<file path="src/rtl/sfpf_pkg.sv">
package sfpf_pkg;
  localparam int BYTE_W = 8;
  localparam int NIB_W  = 4;

  typedef enum logic [1:0] {PH_CMD, PH_ADDR, PH_DIN, PH_DOUT} phase_e;

  localparam logic [7:0] OP_READ  = 8'h03;
  localparam logic [7:0] OP_QREAD = 8'h6B;
  localparam logic [7:0] OP_QPROG = 8'h32;

  function automatic logic op_is_read(input logic [7:0] op);
    return (op == OP_READ) || (op == OP_QREAD);
  endfunction

  function automatic logic op_is_quad(input logic [7:0] op);
    return (op == OP_QREAD) || (op == OP_QPROG);
  endfunction

  // lanes moved per serial clock
  function automatic int unsigned bits_per_clk(input logic quad);
    return quad ? NIB_W : 1;
  endfunction

  function automatic logic [7:0] shift_in(input logic [7:0] sr, input logic [3:0] lanes,
                                          input logic quad);
    return quad ? {sr[3:0], lanes} : {sr[6:0], lanes[0]};
  endfunction

  function automatic logic [3:0] lane_drive(input logic [7:0] src, input logic quad);
    return quad ? src[7:4] : {2'b00, src[7], 1'b0};
  endfunction

  function automatic logic [7:0] shift_out(input logic [7:0] src, input logic quad);
    return quad ? {src[3:0], 4'h0} : {src[6:0], 1'b0};
  endfunction
endpackage

</file>
<file path="src/rtl/sfpf_sync.sv">
module sfpf_sync #(
  parameter int W = 6,
  parameter int STAGES = 2,
  parameter logic [W-1:0] RST_VAL = '0
) (
  input  logic         clk,
  input  logic         rst_n,
  input  logic [W-1:0] d,
  output logic [W-1:0] q
);
  logic [W-1:0] st [STAGES];

  for (genvar g = 0; g < STAGES; g++) begin : g_stage
    if (g == 0) begin : g_first
      always_ff @(posedge clk or negedge rst_n)
        if (!rst_n) st[g] <= RST_VAL;
        else        st[g] <= d;
    end else begin : g_next
      always_ff @(posedge clk or negedge rst_n)
        if (!rst_n) st[g] <= RST_VAL;
        else        st[g] <= st[g-1];
    end
  end

  assign q = st[STAGES-1];
endmodule

</file>
<file path="src/rtl/sfpf_hold.sv">
module sfpf_hold (
  input  logic clk,
  input  logic rst_n,
  input  logic cs_act,
  input  logic qe,
  input  logic sck_s,
  input  logic hold_n_s,
  output logic held
);
  logic hold_d;
  logic hold_fall;
  logic start_ok;
  logic end_ok;

  assign hold_fall = hold_d && !hold_n_s;
  assign start_ok  = hold_fall && !sck_s;
  assign end_ok    = hold_n_s && !sck_s;

  always_ff @(posedge clk or negedge rst_n) begin
    if (!rst_n) begin
      hold_d <= 1'b1;
      held   <= 1'b0;
    end else begin
      hold_d <= hold_n_s;
      if (!cs_act || qe) held <= 1'b0;
      else if (held)     held <= !end_ok;
      else               held <= start_ok;
    end
  end

  // a hold only starts while selected with the clock low
  p_hold_start_r5: assert property (@(posedge clk) disable iff (!rst_n)
    $rose(held) |-> $past(!sck_s && cs_act && !qe));
  // a hold only ends with the pin high and the clock low
  p_hold_end_r7: assert property (@(posedge clk) disable iff (!rst_n)
    ($fell(held) && $past(cs_act) && !$past(qe)) |-> $past(hold_n_s && !sck_s));
  p_no_hold_quad_r8: assert property (@(posedge clk) disable iff (!rst_n)
    qe |=> !held);
  p_hold_clear_r9: assert property (@(posedge clk) disable iff (!rst_n)
    !cs_act |=> !held);
endmodule

</file>
<file path="src/rtl/sfpf_track.sv">
module sfpf_track import sfpf_pkg::*; #(
  parameter int ADDR_BYTES = 3
) (
  input  logic       clk,
  input  logic       rst_n,
  input  logic       cs_act,
  input  logic       qe,
  input  logic       byte_done,
  input  logic [7:0] byte_in,
  output phase_e     phase,
  output logic       quad,
  output logic       enter_out
);
  localparam int ACNT_W = $clog2(ADDR_BYTES + 1);

  logic [ACNT_W-1:0] acnt;
  logic [7:0]        op;

  always_ff @(posedge clk or negedge rst_n) begin
    if (!rst_n) begin
      phase     <= PH_CMD;
      acnt      <= '0;
      op        <= '0;
      enter_out <= 1'b0;
    end else if (!cs_act) begin
      phase     <= PH_CMD;
      acnt      <= '0;
      op        <= '0;
      enter_out <= 1'b0;
    end else begin
      enter_out <= 1'b0;
      if (byte_done) begin
        case (phase)
          PH_CMD: begin
            op    <= byte_in;
            acnt  <= '0;
            phase <= PH_ADDR;
          end
          PH_ADDR: begin
            if (acnt == ACNT_W'(ADDR_BYTES - 1)) begin
              phase     <= op_is_read(op) ? PH_DOUT : PH_DIN;
              enter_out <= op_is_read(op);
            end else begin
              acnt <= acnt + 1'b1;
            end
          end
          default: ;
        endcase
      end
    end
  end

  assign quad = qe && op_is_quad(op) && (phase == PH_DIN || phase == PH_DOUT);

  // deselect returns the tracker to the opcode phase
  p_cmd_on_select_r9: assert property (@(posedge clk) disable iff (!rst_n)
    !cs_act |=> (phase == PH_CMD));
endmodule

</file>
<file path="src/rtl/sflash_pin_fe.sv">
module sflash_pin_fe import sfpf_pkg::*; #(
  parameter int ADDR_BYTES  = 3,
  parameter int SYNC_STAGES = 2
) (
  input  logic       clk,
  input  logic       rst_n,
  input  logic       qe,
  input  logic       cs_n,
  input  logic       sck,
  input  logic [3:0] io_in,
  output logic [3:0] io_out,
  output logic [3:0] io_oe,
  output logic       rx_valid,
  output logic [7:0] rx_byte,
  output logic       quad_active,
  output logic       rd_req,
  input  logic [7:0] rd_data,
  output logic       hw_lock
);
  localparam int CNT_W = $clog2(BYTE_W + 1);
  localparam int PIN_W = 2 + NIB_W;

  // synchronized pins
  logic [PIN_W-1:0] pins_s;
  logic             cs_n_s, sck_s;
  logic [3:0]       io_s;

  sfpf_sync #(.W(PIN_W), .STAGES(SYNC_STAGES), .RST_VAL(6'b10_1111)) u_sync (
    .clk(clk), .rst_n(rst_n), .d({cs_n, sck, io_in}), .q(pins_s));
  assign {cs_n_s, sck_s, io_s} = pins_s;

  // named events
  logic cs_act, sck_d, sck_rise, sck_fall, held, rise_ev, fall_ev;
  assign cs_act   = !cs_n_s;
  assign sck_rise = sck_s && !sck_d;
  assign sck_fall = !sck_s && sck_d;
  assign rise_ev  = sck_rise && cs_act && !held;
  assign fall_ev  = sck_fall && cs_act && !held;

  always_ff @(posedge clk or negedge rst_n)
    if (!rst_n) sck_d <= 1'b0;
    else        sck_d <= sck_s;

  sfpf_hold u_hold (
    .clk(clk), .rst_n(rst_n), .cs_act(cs_act), .qe(qe),
    .sck_s(sck_s), .hold_n_s(io_s[3]), .held(held));

  phase_e     phase;
  logic       quad, enter_out, byte_done;
  logic [7:0] in_sr, in_next;
  logic [CNT_W-1:0] in_cnt, step;
  logic       in_phase, out_phase;

  sfpf_track #(.ADDR_BYTES(ADDR_BYTES)) u_track (
    .clk(clk), .rst_n(rst_n), .cs_act(cs_act), .qe(qe),
    .byte_done(byte_done), .byte_in(in_next),
    .phase(phase), .quad(quad), .enter_out(enter_out));

  assign step      = CNT_W'(bits_per_clk(quad));
  assign in_phase  = (phase != PH_DOUT);
  assign out_phase = (phase == PH_DOUT);
  assign in_next   = shift_in(in_sr, io_s, quad);
  assign byte_done = rise_ev && in_phase && ((in_cnt + step) == CNT_W'(BYTE_W));

  // receive path
  always_ff @(posedge clk or negedge rst_n) begin
    if (!rst_n) begin
      in_sr    <= '0;
      in_cnt   <= '0;
      rx_valid <= 1'b0;
      rx_byte  <= '0;
    end else begin
      rx_valid <= byte_done;
      if (byte_done) rx_byte <= in_next;
      if (!cs_act) begin
        in_cnt <= '0;
      end else if (rise_ev && in_phase) begin
        in_sr  <= in_next;
        in_cnt <= byte_done ? '0 : in_cnt + step;
      end
    end
  end

  // transmit path with one-byte prefetch
  logic [7:0]       out_sr, nxt_byte, out_src;
  logic [CNT_W-1:0] out_cnt;
  logic [3:0]       dout;
  logic             out_start;

  assign out_start = fall_ev && out_phase && (out_cnt == '0);
  assign out_src   = out_start ? nxt_byte : out_sr;

  always_ff @(posedge clk or negedge rst_n) begin
    if (!rst_n) begin
      out_sr   <= '0;
      nxt_byte <= '0;
      out_cnt  <= '0;
      dout     <= '0;
      rd_req   <= 1'b0;
    end else if (!cs_act) begin
      out_cnt <= '0;
      dout    <= '0;
      rd_req  <= 1'b0;
    end else begin
      rd_req <= enter_out || out_start;
      if (rd_req) nxt_byte <= rd_data;
      if (fall_ev && out_phase) begin
        dout    <= lane_drive(out_src, quad);
        out_sr  <= shift_out(out_src, quad);
        out_cnt <= out_start ? CNT_W'(BYTE_W) - step : out_cnt - step;
      end
    end
  end

  assign io_out      = dout;
  assign io_oe       = (cs_act && out_phase && !held) ? (quad ? 4'hF : 4'h2) : 4'h0;
  assign quad_active = quad;
  assign hw_lock     = !qe && !io_s[2];

  // bit position frozen across a hold
  p_freeze_in_hold_r6: assert property (@(posedge clk) disable iff (!rst_n)
    (held && $past(held)) |-> ($stable(in_cnt) && $stable(out_cnt)));
  // one cycle after deselect, nothing is driven or requested
  p_hiz_deselect_r9: assert property (@(posedge clk) disable iff (!rst_n)
    $past(!cs_act) |-> (io_oe == 4'h0 && !rd_req));
  p_rd_pulse_r11: assert property (@(posedge clk) disable iff (!rst_n)
    rd_req |=> !rd_req);
  p_rx_on_edge_r1: assert property (@(posedge clk) disable iff (!rst_n)
    rx_valid |-> ($past(sck_s) && !$past(sck_d)));
  p_quad_oe_r4: assert property (@(posedge clk) disable iff (!rst_n)
    (io_oe == 4'hF) |-> qe);
endmodule

</file>
<file path="config.mk">
export PLATFORM = sky130hd
export DESIGN_NAME = sflash_pin_fe
export DESIGN_NICKNAME = d
export VERILOG_FILES = /design/src/rtl/sfpf_pkg.sv /design/src/rtl/sfpf_sync.sv /design/src/rtl/sfpf_hold.sv /design/src/rtl/sfpf_track.sv /design/src/rtl/sflash_pin_fe.sv
export SDC_FILE = /design/constraint.sdc
export NUM_CORES = 1
export LEC_CHECK = 0
export BUFFER_PORTS_ARGS = -buffer_cell sky130_fd_sc_hd__buf_2
export CORE_ASPECT_RATIO = 0.9
export CORE_MARGIN = 1
export CORE_UTILIZATION = 52
export DETAILED_ROUTE_END_ITERATION = 7
export GPL_ROUTABILITY_DRIVEN = 1
export PLACE_DENSITY = 0.72
export RECOVER_POWER = 25
export SYNTH_ARGS = -nofsm -noshare
export SYNTH_HDL_FRONTEND = slang
export SYNTH_SLANG_ARGS = --single-unit
</file>
<file path="constraint.sdc">
create_clock -name clk -period 9.65 [get_ports clk]
set_clock_uncertainty 0.05 [all_clocks]
set_input_delay 1.4475 -clock clk [delete_from_list [all_inputs] [get_ports clk]]
set_output_delay 1.4475 -clock clk [all_outputs]
set_load 0.1 [all_outputs]
</file>
# --- Word level (Yosys, flattened, before mapping) ---
# Index checks and enable logic that the tools add are counted.
op_classes:
  n_eq_ne: 11
  reduce_logical: 44
  n_bitwise: 1
  n_mux: 34
  add_sub_neg: 4
op_table:
  columns: ["cell", "count"]
  rows:
  - ["8-bit two-way mux", 6]
  - ["4-bit two-way mux", 11]
  - ["1-bit logical AND", 18]
  - ["2-bit two-way mux", 6]
  - ["8-bit by 2-bit equality test with 1-bit output (second input constant)", 1]
  - ["8-bit by 6-bit equality test with 1-bit output (second input constant)", 1]
  - ["8-bit by 7-bit equality test with 1-bit output (second input constant)", 1]
  - ["1-bit logical NOT", 8]
  - ["1-bit two-way mux", 8]
  - ["2-bit one-hot mux with 2 select lines", 2]
  - ["2-bit AND reduction", 4]
  - ["2-bit nonzero test", 4]
  - ["2-bit equality test (second input constant)", 3]
  - ["3-bit AND reduction", 2]
  - ["1-bit logical OR", 5]
  - ["4-bit by 3-bit adder with 4-bit output", 1]
  - ["4-bit equality test (second input constant)", 1]
  - ["4-bit logical NOT", 1]
  - ["4-bit by 3-bit subtractor with 4-bit output", 1]
  - ["4-bit by 3-bit subtractor with 4-bit output (first input constant)", 1]
  - ["3-bit two-way mux", 1]
  - ["3-bit by 2-bit != test with 1-bit output (second input constant)", 1]
  - ["3-bit != test (second input constant)", 1]
  - ["3-bit nonzero test", 1]
  - ["other kinds (5)", 5]
totals:
  elab_cells: 112
  ff_bits: 73

# --- Depth between registers and ports, before layout ---
# Gate-level depths: netlist (run 1).
logic_depth:
  word_depth: 11
  mapped_depth: 12
  ltp_nobuf: 9

# --- Hierarchy ---
# From an unflattened synthesis (run 1), not the netlist that was laid out.
hier_totals:
  cells_unflattened: 270
  hier_area_um2: 3335.7
by_module_without_submodules:
  columns: ["module", "instances", "area_each_um2", "cells_each"]
  rows:
  - ["sflash_pin_fe", 1, 2219.6, 176]
  - ["sfpf_track", 1, 679.4, 70]
  - ["sfpf_sync", 1, 357.8, 18]
  - ["sfpf_hold", 1, 78.8, 6]

# --- Worst setup path after synthesis (run 1) ---
# Ideal clock, no wire load.
synth_timing:
  path_kind: "in2out"
  startpoint: "input port qe"
  endpoint: "output port io_oe[2]"
  slack_ps: 5086
  t_arrival_ps: 3066
  stages: 5
  path_cell_list: "nand3_1 a211oi_4 buf_6 and2_2 buf_4"
synth_between:
  elab_chain_len: 4
synth_rtl:
  columns: ["item", "line", "source"]
  rows:
  - ["start: declaration", "sflash_pin_fe.sv:7", "input logic qe,"]
  - ["1-bit logical AND (2 in series)", "sfpf_track.sv:53", "assign quad = qe && op_is_quad(op) && (phase == PH_DIN || phase == PH_DOUT);"]
  - ["via quad_active", "sflash_pin_fe.sv:15", "output logic quad_active,"]
  - ["4-bit two-way mux (2 in series)", "sflash_pin_fe.sv:116", "assign io_oe = (cs_act && out_phase && !held) ? (quad ? 4'hF : 4'h2) : 4'h0;"]
  - ["end: declaration", "sflash_pin_fe.sv:12", "output logic [3:0] io_oe,"]
# The timed path passes the listed nets, and every way through them passes these cells.

# --- Worst setup path in the final report (run 1) ---
layout_timing:
  startpoint: "input port qe"
  endpoint: "output port io_oe[0]"
layout_between:
  elab_chain_len: 4
layout_rtl:
  columns: ["item", "line"]
  rows:
  - ["1-bit logical AND (2 in series)", "sfpf_track.sv:53"]
  - ["4-bit two-way mux (2 in series)", "sflash_pin_fe.sv:116"]
# Every way passes these cells.

==> results of run 1 <==
[layer usage]
| layer | wire length, um | global-route usage (%) |
|---|---|---|
| met1 | 3040 | 30.1 |
| met3 | 331 | 6.67 |
| met2 | 2810 | 32.0 |
| met5 | 0 | 0 |
| met4 | 113 | 8.17 |
[final cells by class]
| cell class | instances | area share [%] |
|---|---|---|
| clock inverters | 6 | 2.06 |
| flip-flops and latches | 72 | 49.9 |
| repair buffers | 38 | 5.23 |
| inverters | 15 | 1.55 |
| well taps | 70 | 2.41 |
| clock buffers | 10 | 3.78 |
| multi-input cells | 178 | 35.1 |
[sequential cells by signal, indices dropped and copies added, names as in the netlist, 2 cells and up]
| name | cells |
|---|---|
| io_out | 4 |
| u_track.op | 8 |
| u_sync.st | 6 |
| u_track.phase | 2 |
| in_cnt | 4 |
| u_sync.q | 6 |
| rx_byte | 8 |
| out_sr | 7 |
| nxt_byte | 8 |
| out_cnt | 4 |
| in_sr | 7 |
| u_track.acnt | 2 |
[path summary, 6_finish.rpt]
path                               start  slack, ps          endpoint  depth (start not counted)
setup / recovery                      qe       5060          io_oe[0]                          5
hold / removal              u_sync.st[8]        310       u_sync.q[2]                          0
setup reg to reg           u_track.op[6]       5710        rx_byte[0]                         10
hold reg to reg             u_sync.st[8]        310       u_sync.q[2]                          0
max in group asynchronous          rst_n       5070     u_track.op[0]                          2
min in group asynchronous          rst_n       2410  u_track.phase[0]                          2
[power by group]
group | internal (uW) | total [uW] | switching (uW)
Combinational | 10.5 | 34.7 | 24.1
Clock | 130 | 251 | 121
Sequential | 315 | 323 | 8.12
[layout by cell type (no fill, tap or decap), types with 3 or more instances in the layout]
master / Yosys / final
xnor2_1: 3 / 3
mux2i_1: 18 / 18
buf_2: 2 / 35
nor3_1: 6 / 6
o31ai_1: 4 / 4
nand2_1: 23 / 23
nor4_1: 2 / 3
dfrtp_1: 61 / 61
a21oi_1: 18 / 18
nor2_1: 5 / 5
a2111oi_0: 3 / 3
inv_1: 14 / 14
clkbuf_8: 1 / 10
a211oi_1: 9 / 9
mux2_2: 11 / 11
dfstp_2: 11 / 9
and2_1: 6 / 6
nand3_1: 16 / 16
o21ai_0: 11 / 11
ha_1: 7 / 7
[worst register-to-register path, delay by kind of cell, from the launching register on]
family                     cells  cell delay, ps
adders and majority gates      2             490
muxes                          1             350
AOI/OAI and AO/OA              1             700
DFF                            1             430
and+or+nand+nor                3             940
xor gates and xnor gates       1             310
buffers and inverters          2             560
[kinds of logic after synthesis]
logic type      Yosys count  synth area share [%]
mux                      29                  9.35
simple gates             77                  13.5
xor+xnor                  4                  1.08
buf+inv                  34                  4.77
flops                    72                  55.8
fa+ha+maj                 7                  2.69
compound gates           61                  12.8
[stage by stage]
stage | instances | util, % | area, um2 | hold WS, ps | setup slack, ps
floorplan | 284 | - | 3250 | 281 | 5090
global placement | 373 | 58.7 | 3440 | 287 | 5180
detailed placement | 373 | 58.7 | 3440 | 297 | 5160
CTS | 389 | 62.3 | 3650 | 309 | 5140
global route | 389 | 62.1 | 3640 | 312 | 4180
finish | 389 | 62.1 | 3640 | 308 | 5060
==> impl_metrics.env, run 1 <==
export IMPL_status="finished with violations"
export IMPL_violations="capacitance limit, slew limit"
export IMPL_vias=2266
export IMPL_synth_edf_count=0
export IMPL_powerDensity_nw_per_um2=167
export IMPL_netlist_top_cells_count="61 x dfrtp_1, 23 x nand2_1, 18 x a21oi_1, 18 x mux2i_1, 16 x nand3_1"
export IMPL_netlist_area_leader_share_pct=46.9
export IMPL_end_kind="output port"
export IMPL_drt_iter0_markers=140
export IMPL_multiInputGateArea_um2=1270
export IMPL_clk_latency_ps=350
export IMPL_die_w_um=85.4
export IMPL_hp_class="flop to flop"
export IMPL_hpwl_um=4220
export IMPL_post_synth_top_count_cell="dfrtp_1"
export IMPL_synthCells=284
export IMPL_syn_area_um2=3250
export IMPL_slew_violations=73
export IMPL_nNetsFinal=338
export IMPL_htreeDepth=3
export IMPL_relSlewSlack_pct=-147
export IMPL_worstSetupPathType="input pin to output port"
export IMPL_rsz0062_at_grt="false"
export IMPL_grt_max_degree=73
export IMPL_regArea_um2=1820
export IMPL_path_buf_inv=2
export IMPL_yosys_warnings=0
export IMPL_min_period_ps=4590
export IMPL_clock_path_buffers=2
export IMPL_ctsResizeCount=0
export IMPL_overflow=0
export IMPL_drc_errors=0
export IMPL_drive_above_1_share_pct=26.0
export IMPL_cpMaxStageDelayCell="a211oi_4"
export IMPL_routabilityCongestion=0.837
export IMPL_antenna_found_initial=0
export IMPL_drt_vias_per_instance=5.83
export IMPL_cts_tree="built"
export IMPL_arrival_ps=3090
export IMPL_portBuffers=36
export IMPL_diodes=0
export IMPL_path_delay_family="compound AO/OA/AOI/OAI gates"
export IMPL_ys_types=53
export IMPL_cts_buffers=9
export IMPL_synth_flop_cell="dfrtp_1"
export IMPL_detail_route_wl_per_cell_um=16.2
export IMPL_clock_sink_count=72
export IMPL_tns_ps=0
export IMPL_path_clk_slew_ps=80
export IMPL_cp_start_kind="input pin"
export IMPL_cpPeakStageDelay_ps=640
export IMPL_cts_root_buffer="clkbuf_8"
export IMPL_postCtsSetupRepairBufs=0
export IMPL_cp_required_ps=8150
export IMPL_nFillCells=487
export IMPL_power_uw=608
export IMPL_synth_area_top_cells="dfrtp_1 47%, dfstp_2 8.9%, mux2i_1 5.5%"
export IMPL_peakVddDrop_mv=0.107
export IMPL_start_util_pct=55.5
export IMPL_cp_max_fo=14
export IMPL_synth_seq_cells=72
export IMPL_power_leakage_uw=0.00165
export IMPL_design_die_area_um2=6570
export IMPL_drtPass1Iterations=4
export IMPL_synth_top_area_cell="dfrtp_1"
export IMPL_hold_viol_final=0
export IMPL_setup_violations=0
export IMPL_synth_nets=308
export IMPL_postCtsHoldBufs=0
export IMPL_drt_wl_total_um=6300
export IMPL_seq_area_frac_synth_pct=55.8
export IMPL_design_core_area_um2=5860
export IMPL_fmax_mhz=218
export IMPL_path_cells="clkbuf_1, nand3_1, a211oi_4, and2_2, buf_2"
export IMPL_fp_row_count=26
export IMPL_syn_avg_cell_area_um2=11.5
export IMPL_syn_to_final_growth_pct=11.9
export IMPL_io_pins=37
export IMPL_ant_nets=0
export IMPL_grt_pass1_vias=2244
export IMPL_final_period_utilization_pct=47.5
export IMPL_maxCapViolations=1
export IMPL_grt_util_all_layers_pct=21.6
export IMPL_grt_pass1_wl_um=10800
export IMPL_worstMarginPinSlew_ps=3700
export IMPL_synthArstFlopShare_pct=100
export IMPL_die_h_um=77.0
(Power assumes the default switching activity.)
==> inputs of run 2 (changes only) <==
- clock period: 9.65 -> 4.76 ns (I/O delays scaled with it)
==> impl_metrics.env, run 2 (same netlist as run 1, synthesis figures left out) <==
export IMPL_status="finished with violations"
export IMPL_violations="capacitance limit, slew limit"
export IMPL_ant_nets=0
export IMPL_peakVddDrop_mv=0.209
export IMPL_hold_start="u_sync.st[8]"
export IMPL_hpwl_um=4470
export IMPL_clock_path_buffers=2
export IMPL_drtPass1Iterations=4
export IMPL_grt_pass1_wl_um=11300
export IMPL_r2r_end="u_track.op[1]"
export IMPL_powerDensity_nw_per_um2=355
export IMPL_antenna_found_initial=0
export IMPL_final_cell_mix="61 x dfrtp_1, 35 x buf_2, 23 x nand2_1"
export IMPL_grt_pass1_vias=2365
export IMPL_final_util_pct=63.1
export IMPL_top_regs="nxt_byte: 8 flops, rx_byte: 8 flops, u_track.op: 8 flops"
export IMPL_die_w_um=85.4
export IMPL_grt_max_degree=40
export IMPL_hp_class="flop to flop"
export IMPL_cpMaxStageDelayCell="or4b_4"
export IMPL_end_kind="flop"
export IMPL_nNetsFinal=340
export IMPL_relSlewSlack_pct=-24.4
export IMPL_cts_buffers=9
export IMPL_drc_errors=0
export IMPL_power_leakage_uw=0.00168
export IMPL_slew_violations=35
export IMPL_fp_row_count=26
export IMPL_cp_common_cell="ha_1"
export IMPL_clk_latency_ps=350
export IMPL_routabilityCongestion=0.900
export IMPL_endpoint="u_track.op[1]"
export IMPL_final_period_utilization_pct=73.2
export IMPL_min_period_ps=3480
export IMPL_rsz0062_at_grt="false"
export IMPL_r2r_cells=10
export IMPL_postCtsHoldBufs=0
export IMPL_clock_sink_count=72
export IMPL_grt_util_all_layers_pct=22.8
export IMPL_cp_max_fo=16
export IMPL_setup_worst_path_start="u_track.op[6]"
export IMPL_design_core_area_um2=5860
export IMPL_worstSetupPathType="flop to flop"
export IMPL_timing_hold_ws_ps=307
export IMPL_timing_rr_start="u_track.op[6]"
export IMPL_drive_above_1_share_pct=27.1
export IMPL_worstHoldPathCells=0
export IMPL_setup_violations=0
export IMPL_cpPeakStageDelay_ps=560
export IMPL_io_pins=37
export IMPL_vias=2313
export IMPL_hold_viol_final=0
export IMPL_fin_area_um2=3690
export IMPL_die_h_um=77.0
export IMPL_portBuffers=36
export IMPL_power_uw=1310
export IMPL_cp_required_ps=4920
export IMPL_arrival_ps=3650
export IMPL_path_cells="or4b_4, a211oi_4, buf_4, inv_2, ha_1, ha_1, nor4_1, and4_1, and2_1, a211oi_1"
export IMPL_maxCapViolations=1
export IMPL_fmax_mhz=287
export IMPL_diodes=0
export IMPL_tns_ps=0
export IMPL_drt_iter0_markers=150
export IMPL_syn_to_final_growth_pct=13.5
export IMPL_cts_root_buffer="clkbuf_8"
export IMPL_start_util_pct=55.5
export IMPL_design_die_area_um2=6570
export IMPL_layout_commonest_cell="dfrtp_1"
export IMPL_path_clk_slew_ps=80
export IMPL_cts_tree="built"
export IMPL_htreeDepth=3
export IMPL_detail_route_wl_per_cell_um=16.8
export IMPL_postCtsSetupRepairBufs=0
export IMPL_drt_vias_per_instance=5.92
export IMPL_place_area_um2=3450
export IMPL_drt_wl_total_um=6580
export IMPL_ctsResizeCount=0
export IMPL_overflow=0
export IMPL_cp_start_kind="flop"
export IMPL_worstMarginPinSlew_ps=1870
export IMPL_r2r_slack_ps=1280
[run 2: changes by cell type in the layout (fill, tap and decap cells not counted)]
cell,change
buf_4,+3
bufinv_16,+2
clkbuf_8,-1
clkinv_4,-1
dfstp_1,-1
dfstp_2,+1
inv_8,-1
nor4_1,-1
nor4_2,+1
[run 2: layout make-up]
type	instances	area, um2
clock inverters	6	115
well taps	70	87.6
fillers	487	2160
multi-input cells	178	1280
clock buffers	10	128
inverters	15	56.3
repair buffers	40	209
flip-flops and latches	72	1820
[run 2: routing by layer]
layer	wire, um	GRT usage [%]	part of all wire, %	up-vias
met5	0	0	0	-
met4	154	8.67	2.3	0
met3	420	7.21	6.4	18
met2	2950	33.5	45	79
met1	3050	31.6	46	1130
li1	-	-	-	1086
[run 2: critical path: cells and delay by family (launching register included)]
kind                     cells  cell delay (ps)
buffers and inverters        2              430
flip-flops                   1              430
AND/OR/NAND/NOR              4             1530
adder cells (fa/ha/maj)      2              560
AO/OA/AOI/OAI                2              350
[run 2: how the worst min path moves through the flow]
stage	endpoint	slack (ps)
3_3_place_gp	u_sync.q[2]	300
3_5_place_dp	u_sync.q[4]	290
2_1_floorplan	u_sync.q[4]	280
5_1_grt	u_sync.q[2]	320
6_report	u_sync.q[2]	310
4_1_cts	u_sync.q[2]	310
[run 2: stage by stage]
stage          worst slack (ps)  std cells
2_1_floorplan              1460        284
3_3_place_gp               1420        375
3_5_place_dp               1330        375
4_1_cts                    1290        391
5_1_grt                    1050        391
6_report                   1280        391
[run 2: report_power, final]
part | switching [uW] | internal (uW) | total (uW)
registers | 18.2 | 638 | 656
logic | 49.8 | 21.8 | 71.6
clock network | 232 | 352 | 584
total | 300 | 1010 | 1310
